## src/rtl/cfg_dma_pkg.sv

```systemverilog
package cfg_dma_pkg;
  localparam int unsigned ADDR_W     = 64;
  localparam int unsigned LEN_W      = 32;
  localparam int unsigned KEY_W      = 16;
  localparam int unsigned DESC_BYTES = 16;
  localparam int unsigned STAT_BYTES = 4;
  localparam int unsigned IDX_W      = $clog2(DESC_BYTES);

  localparam int unsigned BIT_ERR  = 0;
  localparam int unsigned BIT_RD   = 1;
  localparam int unsigned BIT_SKIP = 2;
  localparam int unsigned BIT_SEL  = 3;

  typedef enum logic [2:0] {
    ST_IDLE,
    ST_FETCH,
    ST_DECODE,
    ST_XFER,
    ST_STATUS
  } dma_state_e;

  typedef struct packed {
    logic [31:0]       ctl;
    logic [LEN_W-1:0]  len;
    logic [ADDR_W-1:0] tgt;
  } desc_t;
endpackage

```

## src/rtl/cfg_dma_regwin.sv

```systemverilog
module cfg_dma_regwin
  import cfg_dma_pkg::*;
#(
  parameter logic [63:0] SIGNATURE = 64'h51454D5520434647
) (
  input  logic              clk,
  input  logic              rst_n,
  input  logic              busy,
  input  logic              reg_wr,
  input  logic [2:0]        reg_off,
  input  logic [3:0]        reg_size,
  input  logic [63:0]       reg_wdata,
  output logic [63:0]       reg_rdata,
  output logic              start,
  output logic [ADDR_W-1:0] start_addr
);
  logic [ADDR_W-1:0] addr_q, addr_n;
  logic              hi_wr, lo_wr, full_wr;
  logic [3:0]        end_b;
  logic              size_ok;
  logic [63:0]       shifted;

  // signature read path
  always_comb begin
    end_b   = {1'b0, reg_off} + reg_size;
    size_ok = ((reg_size == 4'd1) || (reg_size == 4'd2) ||
               (reg_size == 4'd4) || (reg_size == 4'd8)) && (end_b <= 4'd8);
    shifted = SIGNATURE >> {(4'd8 - end_b), 3'b000};
    for (int b = 0; b < 8; b++) begin
      reg_rdata[b*8 +: 8] = (size_ok && (4'(b) < reg_size)) ? shifted[b*8 +: 8] : 8'h00;
    end
  end

  // write decode
  always_comb begin
    hi_wr   = reg_wr && !busy && (reg_size == 4'd4) && (reg_off == 3'd0);
    lo_wr   = reg_wr && !busy && (reg_size == 4'd4) && (reg_off == 3'd4);
    full_wr = reg_wr && !busy && (reg_size == 4'd8) && (reg_off == 3'd0);
    start   = lo_wr || full_wr;
    start_addr = full_wr ? reg_wdata : (addr_q | {32'h0, reg_wdata[31:0]});
    addr_n = addr_q;
    if (start) begin
      addr_n = '0;
    end else if (hi_wr) begin
      addr_n = {reg_wdata[31:0], 32'h0};
    end
  end

  always_ff @(posedge clk or negedge rst_n) begin
    if (!rst_n) begin
      addr_q <= '0;
    end else begin
      addr_q <= addr_n;
    end
  end
endmodule

```

## src/rtl/cfg_dma_shift.sv

```systemverilog
module cfg_dma_shift #(
  parameter int unsigned NBYTES = 16
) (
  input  logic                  clk,
  input  logic                  rst_n,
  input  logic                  load,
  input  logic [7:0]            din,
  output logic [NBYTES*8-1:0]   vec
);
  logic [NBYTES*8-1:0] vec_q, vec_n;

  always_comb begin
    vec_n = vec_q;
    if (load) begin
      vec_n = {vec_q[NBYTES*8-9:0], din};
    end
  end

  always_ff @(posedge clk or negedge rst_n) begin
    if (!rst_n) begin
      vec_q <= '0;
    end else begin
      vec_q <= vec_n;
    end
  end

  assign vec = vec_q;
endmodule

```

## src/rtl/cfg_dma_ctrl.sv

```systemverilog
module cfg_dma_ctrl
  import cfg_dma_pkg::*;
(
  input  logic                   clk,
  input  logic                   rst_n,
  input  logic                   start,
  input  logic [ADDR_W-1:0]      start_addr,
  input  logic [DESC_BYTES*8-1:0] desc_vec,
  output logic                   shift_load,
  output logic                   busy,
  output logic                   mem_req,
  output logic                   mem_we,
  output logic [ADDR_W-1:0]      mem_addr,
  output logic [7:0]             mem_wdata,
  input  logic                   mem_ack,
  input  logic                   mem_err,
  output logic                   sel_valid,
  output logic [KEY_W-1:0]       sel_key,
  input  logic [LEN_W-1:0]       item_avail,
  input  logic [7:0]             item_data,
  output logic                   item_adv,
  output logic [LEN_W-1:0]       item_adv_n
);
  dma_state_e        state_q, state_n;
  logic [ADDR_W-1:0] base_q, base_n;
  logic [ADDR_W-1:0] tgt_q, tgt_n;
  logic [LEN_W-1:0]  rem_q, rem_n;
  logic [IDX_W-1:0]  idx_q, idx_n;
  logic              rd_q, rd_n;
  logic              err_q, err_n;
  desc_t             desc;
  logic [LEN_W-1:0]  chunk;
  logic [31:0]       stat_sh;
  logic              unused_ctl;

  assign desc       = desc_t'(desc_vec);
  assign unused_ctl = ^{desc.ctl[15:4], desc.ctl[BIT_ERR]};
  assign chunk      = (rem_q < item_avail) ? rem_q : item_avail;
  assign stat_sh    = {31'h0, err_q} << {idx_q, 3'b000};
  assign busy       = (state_q != ST_IDLE);

  always_comb begin
    state_n    = state_q;
    base_n     = base_q;
    tgt_n      = tgt_q;
    rem_n      = rem_q;
    idx_n      = idx_q;
    rd_n       = rd_q;
    err_n      = err_q;
    shift_load = 1'b0;
    mem_req    = 1'b0;
    mem_we     = 1'b0;
    mem_addr   = '0;
    mem_wdata  = 8'h00;
    sel_valid  = 1'b0;
    sel_key    = desc.ctl[31:16];
    item_adv   = 1'b0;
    item_adv_n = '0;
    case (state_q)
      ST_IDLE: begin
        if (start) begin
          base_n  = start_addr;
          idx_n   = '0;
          err_n   = 1'b0;
          state_n = ST_FETCH;
        end
      end
      ST_FETCH: begin
        mem_req  = 1'b1;
        mem_addr = base_q + ADDR_W'(idx_q);
        if (mem_ack) begin
          if (mem_err) begin
            err_n   = 1'b1;
            idx_n   = '0;
            state_n = ST_STATUS;
          end else begin
            shift_load = 1'b1;
            idx_n      = idx_q + 1'b1;
            if (idx_q == IDX_W'(DESC_BYTES - 1)) begin
              state_n = ST_DECODE;
            end
          end
        end
      end
      ST_DECODE: begin
        sel_valid = desc.ctl[BIT_SEL];
        rd_n      = desc.ctl[BIT_RD];
        rem_n     = (desc.ctl[BIT_RD] || desc.ctl[BIT_SKIP]) ? desc.len : '0;
        tgt_n     = desc.tgt;
        state_n   = ST_XFER;
      end
      ST_XFER: begin
        if (rem_q == '0) begin
          idx_n   = '0;
          state_n = ST_STATUS;
        end else if (rd_q) begin
          mem_req   = 1'b1;
          mem_we    = 1'b1;
          mem_addr  = tgt_q;
          mem_wdata = (item_avail != '0) ? item_data : 8'h00;
          if (mem_ack) begin
            if (item_avail != '0) begin
              item_adv   = 1'b1;
              item_adv_n = LEN_W'(1);
            end
            tgt_n = tgt_q + 1'b1;
            rem_n = rem_q - 1'b1;
            if (mem_err) begin
              err_n   = 1'b1;
              idx_n   = '0;
              state_n = ST_STATUS;
            end
          end
        end else if (item_avail == '0) begin
          tgt_n = tgt_q + ADDR_W'(rem_q);
          rem_n = '0;
        end else begin
          item_adv   = 1'b1;
          item_adv_n = chunk;
          tgt_n      = tgt_q + ADDR_W'(chunk);
          rem_n      = rem_q - chunk;
        end
      end
      ST_STATUS: begin
        mem_req   = 1'b1;
        mem_we    = 1'b1;
        mem_addr  = base_q + ADDR_W'(idx_q);
        mem_wdata = stat_sh[31:24];
        if (mem_ack) begin
          idx_n = idx_q + 1'b1;
          if (idx_q == IDX_W'(STAT_BYTES - 1)) begin
            state_n = ST_IDLE;
          end
        end
      end
      default: state_n = ST_IDLE;
    endcase
  end

  always_ff @(posedge clk or negedge rst_n) begin
    if (!rst_n) begin
      state_q <= ST_IDLE;
      base_q  <= '0;
      tgt_q   <= '0;
      rem_q   <= '0;
      idx_q   <= '0;
      rd_q    <= 1'b0;
      err_q   <= 1'b0;
    end else begin
      state_q <= state_n;
      base_q  <= base_n;
      tgt_q   <= tgt_n;
      rem_q   <= rem_n;
      idx_q   <= idx_n;
      rd_q    <= rd_n;
      err_q   <= err_n;
    end
  end
endmodule

```

## src/rtl/cfg_dma_engine.sv

```systemverilog
module cfg_dma_engine
  import cfg_dma_pkg::*;
#(
  parameter logic [63:0] SIGNATURE = 64'h51454D5520434647
) (
  input  logic        clk,
  input  logic        rst_n,
  input  logic        reg_wr,
  input  logic [2:0]  reg_off,
  input  logic [3:0]  reg_size,
  input  logic [63:0] reg_wdata,
  output logic [63:0] reg_rdata,
  output logic        busy,
  output logic        mem_req,
  output logic        mem_we,
  output logic [63:0] mem_addr,
  output logic [7:0]  mem_wdata,
  input  logic [7:0]  mem_rdata,
  input  logic        mem_ack,
  input  logic        mem_err,
  output logic        sel_valid,
  output logic [15:0] sel_key,
  input  logic [31:0] item_avail,
  input  logic [7:0]  item_data,
  output logic        item_adv,
  output logic [31:0] item_adv_n
);
  logic                    start;
  logic [ADDR_W-1:0]       start_addr;
  logic                    shift_load;
  logic [DESC_BYTES*8-1:0] desc_vec;

  cfg_dma_regwin #(.SIGNATURE(SIGNATURE)) u_regwin (
    .clk        (clk),
    .rst_n      (rst_n),
    .busy       (busy),
    .reg_wr     (reg_wr),
    .reg_off    (reg_off),
    .reg_size   (reg_size),
    .reg_wdata  (reg_wdata),
    .reg_rdata  (reg_rdata),
    .start      (start),
    .start_addr (start_addr)
  );

  cfg_dma_shift #(.NBYTES(DESC_BYTES)) u_shift (
    .clk   (clk),
    .rst_n (rst_n),
    .load  (shift_load),
    .din   (mem_rdata),
    .vec   (desc_vec)
  );

  cfg_dma_ctrl u_ctrl (
    .clk        (clk),
    .rst_n      (rst_n),
    .start      (start),
    .start_addr (start_addr),
    .desc_vec   (desc_vec),
    .shift_load (shift_load),
    .busy       (busy),
    .mem_req    (mem_req),
    .mem_we     (mem_we),
    .mem_addr   (mem_addr),
    .mem_wdata  (mem_wdata),
    .mem_ack    (mem_ack),
    .mem_err    (mem_err),
    .sel_valid  (sel_valid),
    .sel_key    (sel_key),
    .item_avail (item_avail),
    .item_data  (item_data),
    .item_adv   (item_adv),
    .item_adv_n (item_adv_n)
  );
endmodule

```

## config.mk

```make
export PLATFORM = sky130hd
export DESIGN_NAME = cfg_dma_engine
export DESIGN_NICKNAME = d
export VERILOG_FILES = /design/src/rtl/cfg_dma_pkg.sv /design/src/rtl/cfg_dma_regwin.sv /design/src/rtl/cfg_dma_shift.sv /design/src/rtl/cfg_dma_ctrl.sv /design/src/rtl/cfg_dma_engine.sv
export SDC_FILE = /design/constraint.sdc
export NUM_CORES = 1
export LEC_CHECK = 0
export ABC_AREA = 1
export BUFFER_PORTS_ARGS = -buffer_cell sky130_fd_sc_hd__buf_4
export CORE_MARGIN = 4
export CORE_UTILIZATION = 40
export DETAILED_ROUTE_END_ITERATION = 7
export GPL_TIMING_DRIVEN = 0
export PLACE_DENSITY_LB_ADDON = 0.2
export REMOVE_ABC_BUFFERS = 1
export SLEW_MARGIN = 25
export SYNTH_ARGS = -nofsm -noshare
export SYNTH_HDL_FRONTEND = slang
export SYNTH_SLANG_ARGS = --single-unit
```

## constraint.sdc

```tcl
create_clock -name clk -period 6.35 [get_ports clk]
set_clock_uncertainty 0.2 [all_clocks]
set_input_delay 1.905 -clock clk [delete_from_list [all_inputs] [get_ports clk]]
set_output_delay 1.905 -clock clk [all_outputs]
set_load 0.005 [all_outputs]
```

# Word level (Yosys, flattened, before mapping)
# Cells that the tools add are included.
# classes
addsub	9
n_lt_le_gt_ge	10
n_eq_ne	22
shifts	2
n_mux	76
n_bitwise	1
n_reduce_logical	37
# ops
cell	count
2-to-1 mux 64 bit	9
2-to-1 mux 32 bit	11
one-hot mux 64 bit (2 select lines)	2
adder 64 x 32 -> 64 bit	2
2-to-1 mux 8 bit	11
adder 64 x 1 -> 64 bit, second input constant	1
adder 64 x 4 -> 64 bit	1
logical NOT 32 bit	2
OR 64 x 32 -> 64 bit	1
one-hot mux 32 bit (2 select lines)	1
>> shifter 63 x 7 -> 64 bit, first input constant	1
< comparator 32 bit	1
2-to-1 mux 4 bit	8
nonzero test 32 bit	1
left shift 1 x 7 -> 32 bit	1
subtractor 32 x 1 -> 32 bit, second input constant	1
subtractor 32 bit	1
2-to-1 mux 3 bit	10
2-to-1 mux 1 bit	18
< comparator 3 x 4 -> 1 bit, first input constant	4
one-hot mux 4 bit (4 select lines)	1
one-hot mux 8 bit (2 select lines)	1
logical AND 1 bit	15
one-hot mux 3 bit (5 select lines)	1
32 further kinds	52
# word_totals
regBits	361
input_bits	124
output_inout_bits	189
wordCells	166

# Depth between registers and ports, before layout
# Gate-level depths: netlist of run 1.
# depth
word_depth	8
depth_mapped	35
mapped_depth_nobuf	33

# Modules after synthesis
# Synthesis of run 1 repeated with hierarchy kept, for this count alone.
# unflattened
cells_unflattened	4084
hier_area_um2	26516.7
# modules_own_cells
module	n_inst	cells_each	area_each_um2
cfg_dma_ctrl	1	3082	18567.8
cfg_dma_shift	1	541	4959.8
cfg_dma_regwin	1	461	2989.1

# Least setup slack after synthesis of run 1
# No wires, ideal clock.
# synth_timing
path_kind	in2out
from	input port reg_off[0]
to	output port reg_rdata[22]
arrival_time_ns	4.182
t_required_ns	4.245
slack_ns	0.063
cell_stages	9
n_path_buf	1
cell_sequence	ha_1 fa_1 inv_1 ha_1 or2_1 nand2_2 nor2_1 a2111oi_0 buf_4
# synth_via
elab_chain_len	5
elab_cells_between_ends	7
# synth_rtl
element	line	text
from (decl)	cfg_dma_engine.sv:9	input logic [2:0] reg_off,
adder 3 x 4 -> 4 bit *	cfg_dma_regwin.sv:25	end_b = {1'b0, reg_off} + reg_size;
parallel branches: the longest is 3 deep, another holds subtractor 4 bit	--	
2-to-1 mux 8 bit *	cfg_dma_regwin.sv:30	reg_rdata[b*8 +: 8] = (size_ok && (4'(b) < reg_size)) ? shifted[b*8 +: 8] : 8'h00;
to (decl)	cfg_dma_engine.sv:12	output logic [63:0] reg_rdata,
# Mark *: on every way between the ends.

# Worst setup path in the final report of run 1
# layout_timing
from	input port item_avail[31]
to	output port item_adv_n[26]
# layout_via
elab_chain_len	6
elab_cells_between_ends	7
# layout_rtl
element	line	text
from (decl)	cfg_dma_engine.sv:23	input logic [31:0] item_avail,
< comparator 32 bit	cfg_dma_ctrl.sv:38	assign chunk = (rem_q < item_avail) ? rem_q : item_avail;
2-to-1 mux 32 bit	cfg_dma_ctrl.sv:38	
2-to-1 mux 32 bit *	cfg_dma_ctrl.sv:114	end else if (item_avail == '0) begin
2-to-1 mux 32 bit *	cfg_dma_ctrl.sv:96	end else if (rd_q) begin
2-to-1 mux 32 bit *	cfg_dma_ctrl.sv:93	if (rem_q == '0) begin
2-to-1 mux 32 bit *	cfg_dma_ctrl.sv:59	case (state_q)
to (decl)	cfg_dma_engine.sv:26	output logic [31:0] item_adv_n
# Mark *: on every way between the ends. The rest lies on a longest branch, timed or not.

==> results of run 1 <==
-- routing by layer --
metal	track usage, %	vias up	share of wire [%]
li1	-	12931	-
met1	36.5	12365	43
met2	47.5	764	48
met3	2.92	156	5.2
met4	9.51	6	3.8
met5	0	-	0.042
-- where the power goes --
| group | total [uW] | internal (uW) | switching [uW] | leakage (uW) |
|---|---|---|---|---|
| Combinational | 9240 | 3150 | 6090 | 0.00937 |
| Sequential | 3750 | 2870 | 880 | 0.00409 |
| Clock | 2480 | 1500 | 986 | 0.000680 |
-- cell usage after synthesis (19+ instances only) --
master	instances
o21a_1	35
nor2_1	424
xor2_1	36
o22ai_1	19
nand2_1	808
clkbuf_1	87
buf_2	34
nand4_1	51
o21ai_0	424
buf_4	48
a21oi_1	287
ha_1	112
nor3_1	89
or2_2	27
inv_1	533
nor4_1	26
o21ai_1	39
dfrtp_1	329
nand3_1	182
mux2_2	45
-- per-stage QoR --
stage	hold WS (ps)	setup TNS, ps
floorplan	246	-140710
global placement	260	-1373030
detailed placement	265	-59640
CTS	280	-289
global route	301	-723
finish	281	0
-- area by class of cell --
cell class / instances / area (sq um)
clock buffers: 54 / 1170
inverters: 550 / 2090
clock inverters: 17 / 239
fillers: 6596 / 33000
multi-input cells: 2796 / 14700
repair buffers: 314 / 2680
well taps: 846 / 1060
flip-flops and latches: 329 / 8230
-- repair_timing --
action / CTS / global route
setup buffers: 3 / 2
endpoints found under the setup margin: 154 / 95
resized for setup: 20 / 32
pin swaps: 4 / 5
gates cloned: 1 / 0
-- cell families after synthesis --
family	after synthesis	synth area share [%]
adders and majority gates	116	5.78
other	1	0.0146
muxes	45	1.98
AOI/OAI and AO/OA	897	19.0
DFF	329	32.1
and+or+nand+nor	1671	27.8
buffers and inverters	728	11.7
xor gates and xnor gates	46	1.57
-- registers in the layout (all words and copies together), names as in the netlist --
register,cells
u_ctrl.base_q,64
u_ctrl.err_q,1
u_ctrl.idx_q,4
u_ctrl.rd_q,1
u_ctrl.rem_q,32
u_ctrl.state_q,3
u_ctrl.tgt_q,64
u_regwin.addr_q,32
u_shift.vec,128
-- worst register-to-register path: cells and delay by family (launching register included) --
kind | cells | cell delay, ps
AND/OR/NAND/NOR | 11 | 1540
adder cells (fa/ha/maj) | 2 | 780
buffers and inverters | 1 | 110
flip-flops | 1 | 530
AO/OA/AOI/OAI | 8 | 1750
-- worst paths after layout --
path	from	to	slack [ps]
max in group asynchronous	rst_n	u_ctrl.base_q[28]$_DFFE_PN0P_	3500
worst max-delay path	item_avail[31]	item_adv_n[26]	100
worst min register to register	u_ctrl.base_q[2]$_DFFE_PN0P_	u_ctrl.base_q[2]$_DFFE_PN0P_	280
min in group asynchronous	rst_n	u_shift.vec[126]$_DFFE_PN0P_	930
worst min-delay path	u_ctrl.base_q[2]$_DFFE_PN0P_	u_ctrl.base_q[2]$_DFFE_PN0P_	280
worst max register to register	u_ctrl.rem_q[17]$_DFFE_PN0P_	u_ctrl.tgt_q[54]$_DFFE_PN0P_	1330
==> key figures, run 1 <==
Logic synthesis
  • Syn avg cell area: 6.69 sq um
  • Register area share after synthesis: 32.1%
  • Yosys top cell area share: 32.1%
  • Yosys warning count: 0
  • Yosys top cell by area: dfrtp_1
  • Flops & latches, synth: 329
  • Number of synthesized flops with an enable pin: 0
  • Mapped Cells: 3,833
  • Synth Cell Area: between 20,000 and 30,000 sq um
  • Most used DFF post-synth: dfrtp_1
  • Asr flop ratio synth: 100%
  • Post-synth cell types: 58
  • Synth area leaders: dfrtp_1 32%, nand2_1 12%, o21ai_0 8.3%, inv_1 7.8%, nor2_1 6.2%

Critical path
  • Max stage delay on crit path: 300 ps
  • Crit-path most repeated cell: nand2_1
  • Critical path arrival: 4140 ps
  • Crit-path cells: buf_4 -> inv_1 -> ha_1 -> nand2_1 -> nor2_1 -> nand2_1 -> nor4_1 -> nand2_2 -> nand2_8 -> o21a_1 -> nand2_1 -> nor2_1 -> buf_4
  • CP Depth: 13
  • Crit Path Category: in -> out
  • Slowest-stage cell, CP: ha_1
  • Top delay family on crit path: simple AND/OR/NAND/NOR gates
  • CP required: ~4200 ps
  • Worst-path fanout max: 33
  • Setup crit end kind: output port
  • Critical Path Source Type: input pin
  • Worst Path Buf+Inv: 3
  • R2R depth: 22

Drt
  • DR iter-0 viols: 2,217
  • Vias per cell: 5.34
  • Via count: 26,222
  • Final wirelength: between 90,000 and 100,000 microns
  • # DRC: 0
  • DR pass1 iterations: 6
  • Remaining antenna violation count: 0
  • DR WL/cell: 19.7 microns

Die
  • Die H: 261 microns
  • Site Rows: 92
  • Die Span X: 261 microns
  • Die area: 68,200 sq um
  • Core ar.: 63,200 sq um
  • Num ports: around 310
  • Starting density of the core: 40.5%

CTS
  • CTS tree: built
  • CTS root buffer: clkbuf_16
  • Worst skew pair latency: between 500 and 600 ps
  • CTS sink cnt: 329
  • TritonCTS buffer count: 41
  • H-tree depth: 2
  • Hold Buf Count CTS: 0
  • Maximum clock insertion buffer count: 3
  • Clock slew at reported path FFs: 60 ps

Run
  • Max Cap Violations: 0

Power and ir drop
  • Power per cell area: just over 500 nW/um^2
  • Max rail drop VDD: 0.222 mV
  • Cell leakage power: between 0.01 and 0.015 uW
  • Power, Total: 15,500 uW

STA
  • Setup WS post-layout: 104 ps
  • Relative slew slack: 32.4%
  • Max Clk Rate: 0.160 GHz
  • Pins Over Slew Limit: 0
  • RSZ-0062 raised after global routing: true
  • Hold Vio Cnt, Final: 0
  • Fin crit share: 98.4%
  • Slew of the pin with the lowest slew margin: between 1000 and 1500 ps
  • Post-layout min period: approximately 6200 ps
  • Final setup violation count: 0

Global routing
  • First-pass GRT wire length: 147,000 microns
  • Total gr overflow: 0
  • Vias in the first global route: 25,254
  • Antenna violations before repair: 3
  • Largest net degree at the start of global routing: 97
  • Global-route usage over all layers: 27.7%

Hold path
  • Hold crit path type: reg -> reg
  • Hold Path Cell Cnt: 2

Placement
  • Detailed Place HPWL: 75,700 microns
  • Placed cell area: 28,500 sq um
  • Buffers on Ports: 292
  • Place WS: -1270 ps
  • Cells after DPL: 4,829
  • GP Congestion: 0.945

Final layout
  • Antenna cells: 0
  • Final core utilization: 47.7%
  • Non-Filler Instances: 4,906
  • Post-layout net count: 4,272
  • Layout cells sized above 1: 13.5%
  • Commonest non-fill, non-tap cell in the layout: nand2_1
  • Commonest non-fill, non-tap cells in the layout: 800 x nand2_1, 528 x inv_1, 419 x o21ai_0, 416 x nor2_1, 328 x dfrtp_1
  • Final Cell Area: 30,200 sq um
  • Area Growth Syn to Fin: 17.8%

Outcome
  • Status: finished clean
No activity file was read; power rests on OpenSTA's default activity.
==> inputs of run 2 (changes only) <==
Settings changed: CTS_BUF_LIST set to sky130_fd_sc_hd__clkbuf_2.
==> key figures, run 2 (same netlist as run 1, synthesis figures left out) <==
Drt
  • Vias per cell: 5.33 (was 5.34)
  • DR pass1 iterations: 6 (unchanged)
  • DR iter-0 viols: 2,190 (was 2,217)
  • Via count: 26,671 (was 26,222)
  • Final wirelength: 97,100 microns (was 96,600 microns)
  • Remaining antenna violation count: 0 (unchanged)
  • # DRC: 0 (unchanged)
  • DR WL/cell: 19.4 microns (was 19.7 microns)

STA
  • RSZ-0062 raised after global routing: true (unchanged)
  • Relative slew slack: 32.4% (about the same)
  • Hold Vio Cnt, Final: 0 (unchanged)
  • Setup TNS: 0 ps (unchanged)
  • Slew of the pin with the lowest slew margin: 1010 ps (about the same)
  • Post-layout min period: 6280 ps (was 6250 ps)
  • Fin crit share: 98.9% (was 98.4%)
  • Final setup violation count: 0 (unchanged)
  • Max Clk Rate: 0.159 GHz (was 0.160 GHz)
  • Pins Over Slew Limit: 0 (unchanged)
  • Setup WS post-layout: 72.3 ps (was 104 ps)

Global routing
  • Vias in the first global route: 25,750 (was 25,254)
  • Total gr overflow: 0 (unchanged)
  • Global-route usage over all layers: 27.9% (was 27.7%)
  • Antenna violations before repair: 1 (was 3)
  • First-pass GRT wire length: 148,000 microns (was 147,000 microns)
  • Largest net degree at the start of global routing: 97 (unchanged)

Power and ir drop
  • Switching Share: 54.7% (was 51.4%)
  • Psw: 7970 uW (was 7950 uW)
  • Max rail drop VDD: 0.227 mV (was 0.222 mV)
  • Power, Total: 14,600 uW (was 15,500 uW)
  • Power per cell area: 490 nW/um^2 (was 513 nW/um^2)
  • Flop pwr share: 25.7% (was 24.2%)
  • Pint: 6600 uW (was 7510 uW)
  • Clock share of power: 10.8% (was 16.0%)
  • Comb power frac: 63.6% (was 59.7%)
  • Cell leakage power: 0.0141 uW (about the same)

Die
  • Die area: 68,200 sq um (unchanged)
  • Num ports: 313 (unchanged)
  • Starting density of the core: 40.5% (unchanged)
  • Die Span X: 261 microns (unchanged)
  • Die H: 261 microns (unchanged)
  • Site Rows: 92 (unchanged)
  • Core ar.: 63,200 sq um (unchanged)

CTS
  • CTS tree: built (unchanged)
  • H-tree depth: 3 (was 2)
  • CTS sink cnt: 329 (unchanged)
  • Maximum clock insertion buffer count: 3 (unchanged)
  • CTS root buffer: clkbuf_2 (was clkbuf_16)
  • Worst skew pair latency: 1110 ps (was 580 ps)
  • Clock slew at reported path FFs: 90 ps (was 60 ps)
  • TritonCTS buffer count: 96 (was 41)

Critical path
  • Flop-to-flop setup slack: 930 ps (was 1330 ps)
  • Setup crit end kind: output port (unchanged)
  • Critical Path Source Type: input pin (unchanged)
  • FF-to-FF End: u_ctrl.tgt_q[55]$_DFFE_PN0P_ (was u_ctrl.tgt_q[54]$_DFFE_PN0P_)
  • RR Startpoint: u_ctrl.rd_q$_DFFE_PN0P_ (was u_ctrl.rem_q[17]$_DFFE_PN0P_)
  • Worst-path fanout max: 7 (was 33)
  • Critical path arrival: 4170 ps (was 4140 ps)
  • CP required: 4240 ps (about the same)
  • Crit Path Category: in -> out (unchanged)
  • R2R depth: 17 (was 22)

Final layout
  • Area Growth Syn to Fin: 16.0% (was 17.8%)
  • Commonest non-fill, non-tap cells in the layout: 798 x nand2_1, 529 x inv_1, 419 x o21ai_0, 413 x nor2_1, 327 x dfrtp_1 (was 800 x nand2_1, 528 x inv_1, 419 x o21ai_0, 416 x nor2_1, 328 x dfrtp_1)
  • Filler Cell Count: 6,694 (was 6,596)
  • Post-layout net count: 4,333 (was 4,272)
  • Max reg flops: 128 (unchanged)
  • Layout cells sized above 1: 15.5% (was 13.5%)
  • Commonest non-fill, non-tap cell in the layout: nand2_1 (unchanged)
  • Final core utilization: 47.0% (was 47.7%)

Placement
  • GP Congestion: 0.945 (unchanged)
  • Place WS: -1270 ps (unchanged)
  • Detailed Place HPWL: 75,700 microns (unchanged)
  • Buffers on Ports: 292 (unchanged)

Hold path
  • Hold Path Cell Cnt: 1 (was 2)
  • Hold_sp: u_shift.vec[101]$_DFFE_PN0P_ (was u_ctrl.base_q[2]$_DFFE_PN0P_)
  • Hold crit path type: reg -> reg (unchanged)
  • Hold Path End: u_shift.vec[109]$_DFFE_PN0P_ (was u_ctrl.base_q[2]$_DFFE_PN0P_)

Outcome
  • Status: finished clean (unchanged)

Run
  • Max Cap Violations: 0 (unchanged)
-- run 2: changes by cell type in the layout (fill, tap and decap cells not counted), moves of 4 or more --
| cell | previous run | this run |
|---|---|---|
| clkbuf_2 | 0 | 135 |
| clkinv_1 | 1 | 16 |
| nand2_2 | 7 | 11 |
| clkbuf_16 | 42 | 0 |
| clkbuf_1 | 5 | 0 |
| nor2_4 | 12 | 16 |
| clkbuf_8 | 7 | 0 |
| bufinv_16 | 5 | 1 |
-- run 2: metal layers --
metal / vias up / wire length (microns) / global-route usage, %
met1: 12515 / 41500 / 36.3
li1: 13098 / - / -
met4: 2 / 4040 / 11.2
met2: 866 / 46000 / 47.2
met3: 190 / 5470 / 3.50
met5: - / 17 / 0
-- run 2: worst max path at each step --
stage,end,from,cells past startpoint
CTS,reg_rdata[2],reg_off[0],13
detailed placement,u_ctrl.tgt_q[19]$_DFFE_PN0P_,item_avail[10],16
global route,mem_addr[38],u_ctrl.rem_q[21]$_DFFE_PN0P_,12
global placement,mem_addr[19],u_ctrl.state_q[1]$_DFFE_PN0P_,9
floorplan,mem_addr[12],u_ctrl.state_q[1]$_DFFE_PN0P_,8
finish,reg_rdata[34],reg_off[0],14
-- run 2: area by class of cell --
type | count | area (sq um) | share of cell area [%]
flip-flops and latches | 329 | 8240 | 27.7
repair buffers | 320 | 2750 | 9.26
diodes | 1 | 2.50 | 0.00842
multi-input cells | 2796 | 14800 | 49.7
well taps | 846 | 1060 | 3.56
clock buffers | 135 | 676 | 2.27
inverters | 550 | 2110 | 7.09
clock inverters | 28 | 131 | 0.442
-- run 2: power by group through the flow --
| stage | clock network (uW) | logic [uW] | registers, uW |
|---|---|---|---|
| floorplan | 0 | 6150 | 3390 |
| global placement | 0 | 8900 | 3750 |
| detailed placement | 0 | 9010 | 3760 |
| CTS | 1640 | 9100 | 3720 |
| global route | 1740 | 10300 | 3820 |
| finish | 1570 | 9260 | 3740 |
-- run 2: critical path, cell delays in order --
cell,delay (ps)
buf_4,130
ha_4,160
fa_2,610
inv_4,60
ha_4,160
or2_4,260
nand2_8,90
inv_1,60
nor2_4,190
inv_2,80
nor2_4,140
inv_2,80
nor2_2,100
buf_4,120
-- run 2: what timing repair did --
item,in CTS,in global routing
endpoints found under the setup margin,124,93
hold buffers,0,0
setup buffers,4,7
gates resized for setup,29,42
pin swaps,4,10
cloned,1,0
-- run 2: per-stage QoR --
step	area (sq um)	cells	hold WS, ps
finish	29700	5005	279
global route	29700	5005	283
CTS	29500	4997	220
detailed placement	28500	4829	265
global placement	28000	4812	260
floorplan	24800	3674	246
